===== config.mk =====
export PLATFORM = sky130hd
export DESIGN_NAME = useq_sequencer
export DESIGN_NICKNAME = d
export VERILOG_FILES = /design/src/rtl/useq_pkg.sv /design/src/rtl/useq_decode.sv /design/src/rtl/useq_flag_sel.sv /design/src/rtl/useq_sequencer.sv
export SDC_FILE = /design/constraint.sdc
export NUM_CORES = 1
export LEC_CHECK = 0
export ABC_AREA = 1
export BUFFER_PORTS_ARGS = -buffer_cell sky130_fd_sc_hd__buf_4
export CAP_MARGIN = 10
export CORE_UTILIZATION = 40
export DETAILED_ROUTE_END_ITERATION = 7
export GPL_TIMING_DRIVEN = 0
export PLACE_DENSITY = 0.64
export SYNTH_ARGS = -nofsm -noshare
export SYNTH_HDL_FRONTEND = slang
export SYNTH_SLANG_ARGS = --single-unit

===== constraint.sdc =====
create_clock -name clk -period 2 [get_ports clk]
set_input_delay 0.1 -clock clk [delete_from_list [all_inputs] [get_ports clk]]
set_output_delay 0.1 -clock clk [all_outputs]
set_load 0.005 [all_outputs]

===== src/rtl/useq_pkg.sv =====
package useq_pkg;

    // Widths of the sequencer datapath
    localparam int PC_W   = 12;                 // microcode program counter
    localparam int UI_W   = 8;                  // microword
    localparam int OP_W   = 8;                  // opcode register
    localparam int FLAG_W = 8;                  // condition flags

    // Derived field widths
    localparam int SLOT_W = PC_W - OP_W;        // words per dispatch slot (log2)
    localparam int ZP_W   = UI_W - 4;           // zero-page jump field
    localparam int SEL_W  = $clog2(FLAG_W);     // flag select field
    localparam int DIST_W = UI_W - 2 - SEL_W;   // skip distance field

    typedef enum logic [1:0] {
        STEP_NEXT     = 2'd0,
        STEP_DISPATCH = 2'd1,
        STEP_JUMP     = 2'd2,
        STEP_SKIP     = 2'd3
    } step_e;

    typedef struct packed {
        logic [PC_W-1:0] pc;
    } seq_state_t;

endpackage


===== src/rtl/useq_decode.sv =====
module useq_decode
    import useq_pkg::*;
(
    input  logic [UI_W-1:0]   ui,
    output step_e             kind,
    output logic [ZP_W-1:0]   jump_addr,
    output logic [SEL_W-1:0]  test_sel,
    output logic [DIST_W-1:0] skip_dist
);

    // The two top bits pick the skip form; otherwise the top nibble
    // picks between dispatch, zero-page jump and plain advance.
    always_comb begin
        if (ui[UI_W-1 -: 2] == 2'b11) begin
            kind = STEP_SKIP;
        end else if (ui[UI_W-1 -: 4] == 4'b1011) begin
            kind = STEP_DISPATCH;
        end else if (ui[UI_W-1 -: 4] == 4'b1001) begin
            kind = STEP_JUMP;
        end else begin
            kind = STEP_NEXT;
        end
    end

    assign jump_addr = ui[ZP_W-1:0];
    assign test_sel  = ui[DIST_W +: SEL_W];
    assign skip_dist = ui[DIST_W-1:0];

endmodule


===== src/rtl/useq_flag_sel.sv =====
module useq_flag_sel
    import useq_pkg::*;
(
    input  logic [FLAG_W-1:0] flags,
    input  logic [SEL_W-1:0]  sel,
    output logic              hit
);

    logic [FLAG_W-1:0] tap;

    // One AND gate per flag, then an OR reduction
    for (genvar g = 0; g < FLAG_W; g++) begin : g_tap
        assign tap[g] = flags[g] & (sel == SEL_W'(g));
    end

    assign hit = |tap;

endmodule


===== src/rtl/useq_sequencer.sv =====
module useq_sequencer
    import useq_pkg::*;
(
    input  logic              clk,
    input  logic              rst_n,
    input  logic [UI_W-1:0]   uinstr,
    input  logic [OP_W-1:0]   opcode,
    input  logic [FLAG_W-1:0] flags,
    output logic [PC_W-1:0]   rom_addr
);

    seq_state_t        st_d, st_q;
    step_e             kind;
    logic [ZP_W-1:0]   jump_addr;
    logic [SEL_W-1:0]  test_sel;
    logic [DIST_W-1:0] skip_dist;
    logic              cond_hit;
    logic [PC_W-1:0]   pc_inc;

    useq_decode u_decode (
        .ui        (uinstr),
        .kind      (kind),
        .jump_addr (jump_addr),
        .test_sel  (test_sel),
        .skip_dist (skip_dist)
    );

    useq_flag_sel u_flag_sel (
        .flags (flags),
        .sel   (test_sel),
        .hit   (cond_hit)
    );

    // Next-address logic
    always_comb begin
        st_d   = st_q;
        pc_inc = st_q.pc + PC_W'(1);
        case (kind)
            STEP_DISPATCH: st_d.pc = {opcode, {SLOT_W{1'b0}}};
            STEP_JUMP:     st_d.pc = PC_W'(jump_addr);
            STEP_SKIP:     st_d.pc = cond_hit ? pc_inc + PC_W'(skip_dist) : pc_inc;
            default:       st_d.pc = pc_inc;
        endcase
    end

    always_ff @(posedge clk or negedge rst_n) begin
        if (!rst_n) begin
            st_q <= '0;
        end else begin
            st_q <= st_d;
        end
    end

    assign rom_addr = st_q.pc;

    // Plain step advances by one
    p_plain_step_r2: assert property (@(posedge clk) disable iff (!rst_n)
        (kind == STEP_NEXT) |=> (rom_addr == $past(rom_addr) + PC_W'(1)));

    // Dispatch lands on the opcode's slot base
    p_dispatch_r3: assert property (@(posedge clk) disable iff (!rst_n)
        (kind == STEP_DISPATCH) |=> (rom_addr == {$past(opcode), {SLOT_W{1'b0}}}));

    // Zero-page jump lands in the low sixteen words
    p_zero_page_r4: assert property (@(posedge clk) disable iff (!rst_n)
        (kind == STEP_JUMP) |=> (rom_addr == PC_W'($past(uinstr[ZP_W-1:0]))));

    // Taken skip moves forward by one plus the distance
    p_skip_taken_r5: assert property (@(posedge clk) disable iff (!rst_n)
        (uinstr[UI_W-1 -: 2] == 2'b11 && flags[test_sel]) |=>
        (rom_addr == $past(rom_addr) + PC_W'(1) + PC_W'($past(uinstr[DIST_W-1:0]))));

    // Untaken skip moves by one
    p_skip_idle_r6: assert property (@(posedge clk) disable iff (!rst_n)
        (uinstr[UI_W-1 -: 2] == 2'b11 && !flags[test_sel]) |=>
        (rom_addr == $past(rom_addr) + PC_W'(1)));

    // Top of the address space wraps to zero
    p_wrap_r8: assert property (@(posedge clk) disable iff (!rst_n)
        (rom_addr == {PC_W{1'b1}} && kind == STEP_NEXT) |=> (rom_addr == '0));

endmodule


==> impl.org <==
** Status
- The flow ran to the end, but the final reports show violations.
- The checks that failed: setup timing.

** Global route
- Entering global routing, the biggest net connects 13 pins.
- Vias in the first global route :: approximately 1400
- The number of antenna violations at the first check in global routing is 0.
- After global routing the overflow that remains totals 0.
- The first global-routing pass estimated 5850 um of wire.
- Across every metal layer, demand over resource in global routing totals 0.215.

** Clocking
- The number of clock buffers added by TritonCTS is 3.
- At the later pin of the worst-skew pair, clock insertion delay measures 260 ps.
- Clk Tree Root Cell :: clkbuf_4
- TritonCTS built the clock tree.
- After clock tree synthesis, the clock-pin slew on the worst setup and hold paths is ~70 ps.
- Number of levels the H-tree was split into :: 1
- The clock passes through at most 2 buffers.
- Number of clock sinks :: 12

** Die
- For this configuration, the core starts out at a cell density of 0.433.
- The floorplan step defined a core boundary enclosing 3150 um^2.
- Row generation in the floorplan step produced 20 rows.
- The die is just over 60 um tall.
- The die covers 3650 um^2.
- 38 I/O pins were placed.
- Die W :: 60.4 um

** STA
- Setup TNS :: -514 ps
- Setup repair after global routing missed its margin :: yes
- Final hold vios :: 0
- Peak clock frequency supported by timing :: 468 MHz
- Number of max-slew violations in the final report :: 0
- Transition time at the pin with the least slew margin :: 555 ps
- For the final database, setup skew stands at 5.37 ps.
- Measured against its own limit, the worst slew margin works out to 0.628.
- Setup violations remaining at the end of the flow were counted as 7.
- In the post-route analysis, the smallest setup slack over all paths is -136 ps.
- Post-Route Hold Slack :: 46.0 ps
- Part of the cycle the worst path needs :: 1.07
- Period minus WS final :: 2140 ps

** Power and ir drop
- Switching Power :: around 840 uW
- Max rail drop VDD :: 0.390 mV
- Clk network pwr share :: 0.082
- Of the total power, registers draw 0.263.
- Power Internal :: around 920 uW
- The share of total power dissipated in combinational logic is 0.655.
- The analysis attributes to cell leakage a power of 0.947 nW.
- Pwr dens :: slightly above 900 nW/um^2
- Proportion of total power due to net switching :: 0.477

** Drt
- The first detailed-routing pass ran for 4 iterations.
- Number of design-rule violations left by the first detailed-router iteration :: 64
- Post-detailed-route via-to-cell ratio :: between 4 and 5
- Detailed-route via count :: 1500
- The count of nets left with antenna violations once routing finished came out at 0.
- Summed over all layers, the routed wires come to 3390 um.
- Final routed wire length divided by cell count :: 10.9 um
- For this run, design rule violations remaining after detail routing come to 0.

** Logic synthesis
- Number of instances in the synthesized netlist :: 217
- The synthesized design spends more area on one cell type than any other, namely dfrtp_1.
- Synthesis instantiated 31 different standard cells from the library.
- Cells taking the most area after synthesis :: dfrtp_1 22%, nand2_1 17%, nand3_1 13%
- The share of the Yosys chip area taken by registers is 0.220.
- The share of synthesized area in the top cell type comes to 0.220.
- For this run, the number of Yosys warnings is 0.
- Syn nets :: about 250
- Summing every instance area after synthesis gives 1360 um^2.
- The average instance in the mapped netlist occupies around 6.3 um^2.
- Total of flip-flops plus latches after synthesis :: 12

** Placement
- Total instance count after detailed placement :: 298
- RePlAce Congestion :: 0.771
- Count of buffers from port buffering :: 37
- After legalization and detailed placement, the total HPWL measured 2790 um.
- Place WS :: -244 ps
- Area after DPL :: 1720 um^2

** Critical path
- Arrival time reported for the critical path endpoint :: 2330 ps
- The worst register-to-register path ends at rom_addr[8].
- In this run the register-to-register setup slack is -140 ps.
- Startpoint of the most critical register-to-register path :: rom_addr[0]
- Data on the critical path is required at its endpoint by 2200 ps.
- Worst Reg2Reg Path Length in Cells :: 11
- STA classifies the critical path endpoint as a register.
- The worst setup path is launched from a register.
- Crit Path Max Fanout :: 5
- The worst setup path is of the reg2reg kind.

** Hold path
- Hold_sp :: opcode[0]
- The worst hold path passes through 3 cells.
- The worst hold path terminates at rom_addr[4].
- The worst hold path belongs to the class in2reg.

** Cells and area
- Number of nets in the final layout :: 298
- Excluding fillers, the count of instances in the completed layout stands at 310.
- Finished Cell Area :: 1900 um^2
- The register with the most flip-flops in the layout has 12 of them.
- Inserted Diodes :: 0
- Proportion of layout cells with a drive suffix above 1 :: 0.395
- Relative to the synthesized area, the layout overhead comes to 39.4%.

** Run
- Max-cap violations in this run came to 0.
==> cell type report <==
cell class	instances	area (um^2)
fillers	330	1250
clock buffers	4	26.3
repair buffers	45	340
multi-input cells	165	1020
inverters	40	153
well taps	44	55.1
flip-flops and latches	12	303
==> synthesized netlist by cell type (all sizes together) <==
master,number
nand3b,2
inv,39
nor2,22
nand2,72
a21oi,3
o211ai,2
ha,4
nand4,7
fa,1
nor3,1
nand3,39
o21ai,6
a31oi,1
or2,2
clkinv,1
o21bai,2
o221ai,1
dfrtp,12
==> repair_timing <==
item                                   CTS  global route
resized for setup                       15             6
setup buffers                            7             0
pin swaps                               17             6
hold buffers                             1             0
setup endpoints to repair                9             9
endpoints found under the hold margin   12             0
==> power groups by stage <==
stage	Combinational (mW)	Sequential (mW)	Clock [mW]
after global routing	1.29	0.477	0.165
final	1.15	0.463	0.144
after CTS	1.12	0.460	0.149
after floorplan	0.629	0.443	0
after detailed placement	0.933	0.457	0
after global placement	0.926	0.454	0
==> metrics by stage <==
stage / util / power, mW
2_1_floorplan: - / 1.07
3_3_place_gp: 0.544 / 1.38
3_5_place_dp: 0.544 / 1.39
4_1_cts: 0.594 / 1.73
5_1_grt: 0.603 / 1.93
6_report: 0.603 / 1.76
==> worst max path at each step <==
stage / from / end / cells past startpoint
3_5_place_dp: rom_addr[0] / rom_addr[10] / 13
6_report: rom_addr[0] / rom_addr[8] / 11
3_3_place_gp: rom_addr[0] / rom_addr[8] / 14
2_1_floorplan: rom_addr[0] / rom_addr[8] / 11
5_1_grt: rom_addr[0] / rom_addr[6] / 12
4_1_cts: rom_addr[0] / rom_addr[10] / 10
==> logic make-up (layout without fill, tap and decap cells) <==
group / count (synthesis) / after routing / share of synthesized area
simple gates: 145 / 145 / 0.543
buf+inv: 40 / 89 / 0.110
compound gates: 15 / 15 / 0.0752
flops: 12 / 12 / 0.220
fa+ha+maj: 5 / 5 / 0.0514
==> worst max-delay path, cell delays in order (launching register included) <==
cell and delay [ps]:
dfrtp_2 470, ha_4 300, inv_2 40, fa_2 330, or2_4 250, a21oi_4 150, inv_2 80, nor2_8 110
nand2_2 80, o21ai_2 120, nand3_2 80, nand3_2 70
==> per-layer routing <==
metal / vias to the layer above / track usage / wire length (um)
met4: 0 / 0.0598 / 17
met2: 28 / 0.372 / 1660
met3: 2 / 0.0128 / 65
met5: - / 0 / 0
met1: 678 / 0.291 / 1650
li1: 792 / - / -
==> placed cells by master (no fill, tap or decap), drive strengths merged <==
master / n
nand2: 72
buf: 44
nand3: 39
inv: 39
nor2: 22
dfrtp: 12
nand4: 7
o21ai: 6
ha: 4
clkbuf: 4
a21oi: 3
nand3b: 2
o21bai: 2
or2: 2
o211ai: 2
clkinv: 1
o221ai: 1
nor3: 1
a31oi: 1
fa: 1
dlygate4sd3: 1
(Power assumes the default switching activity.)
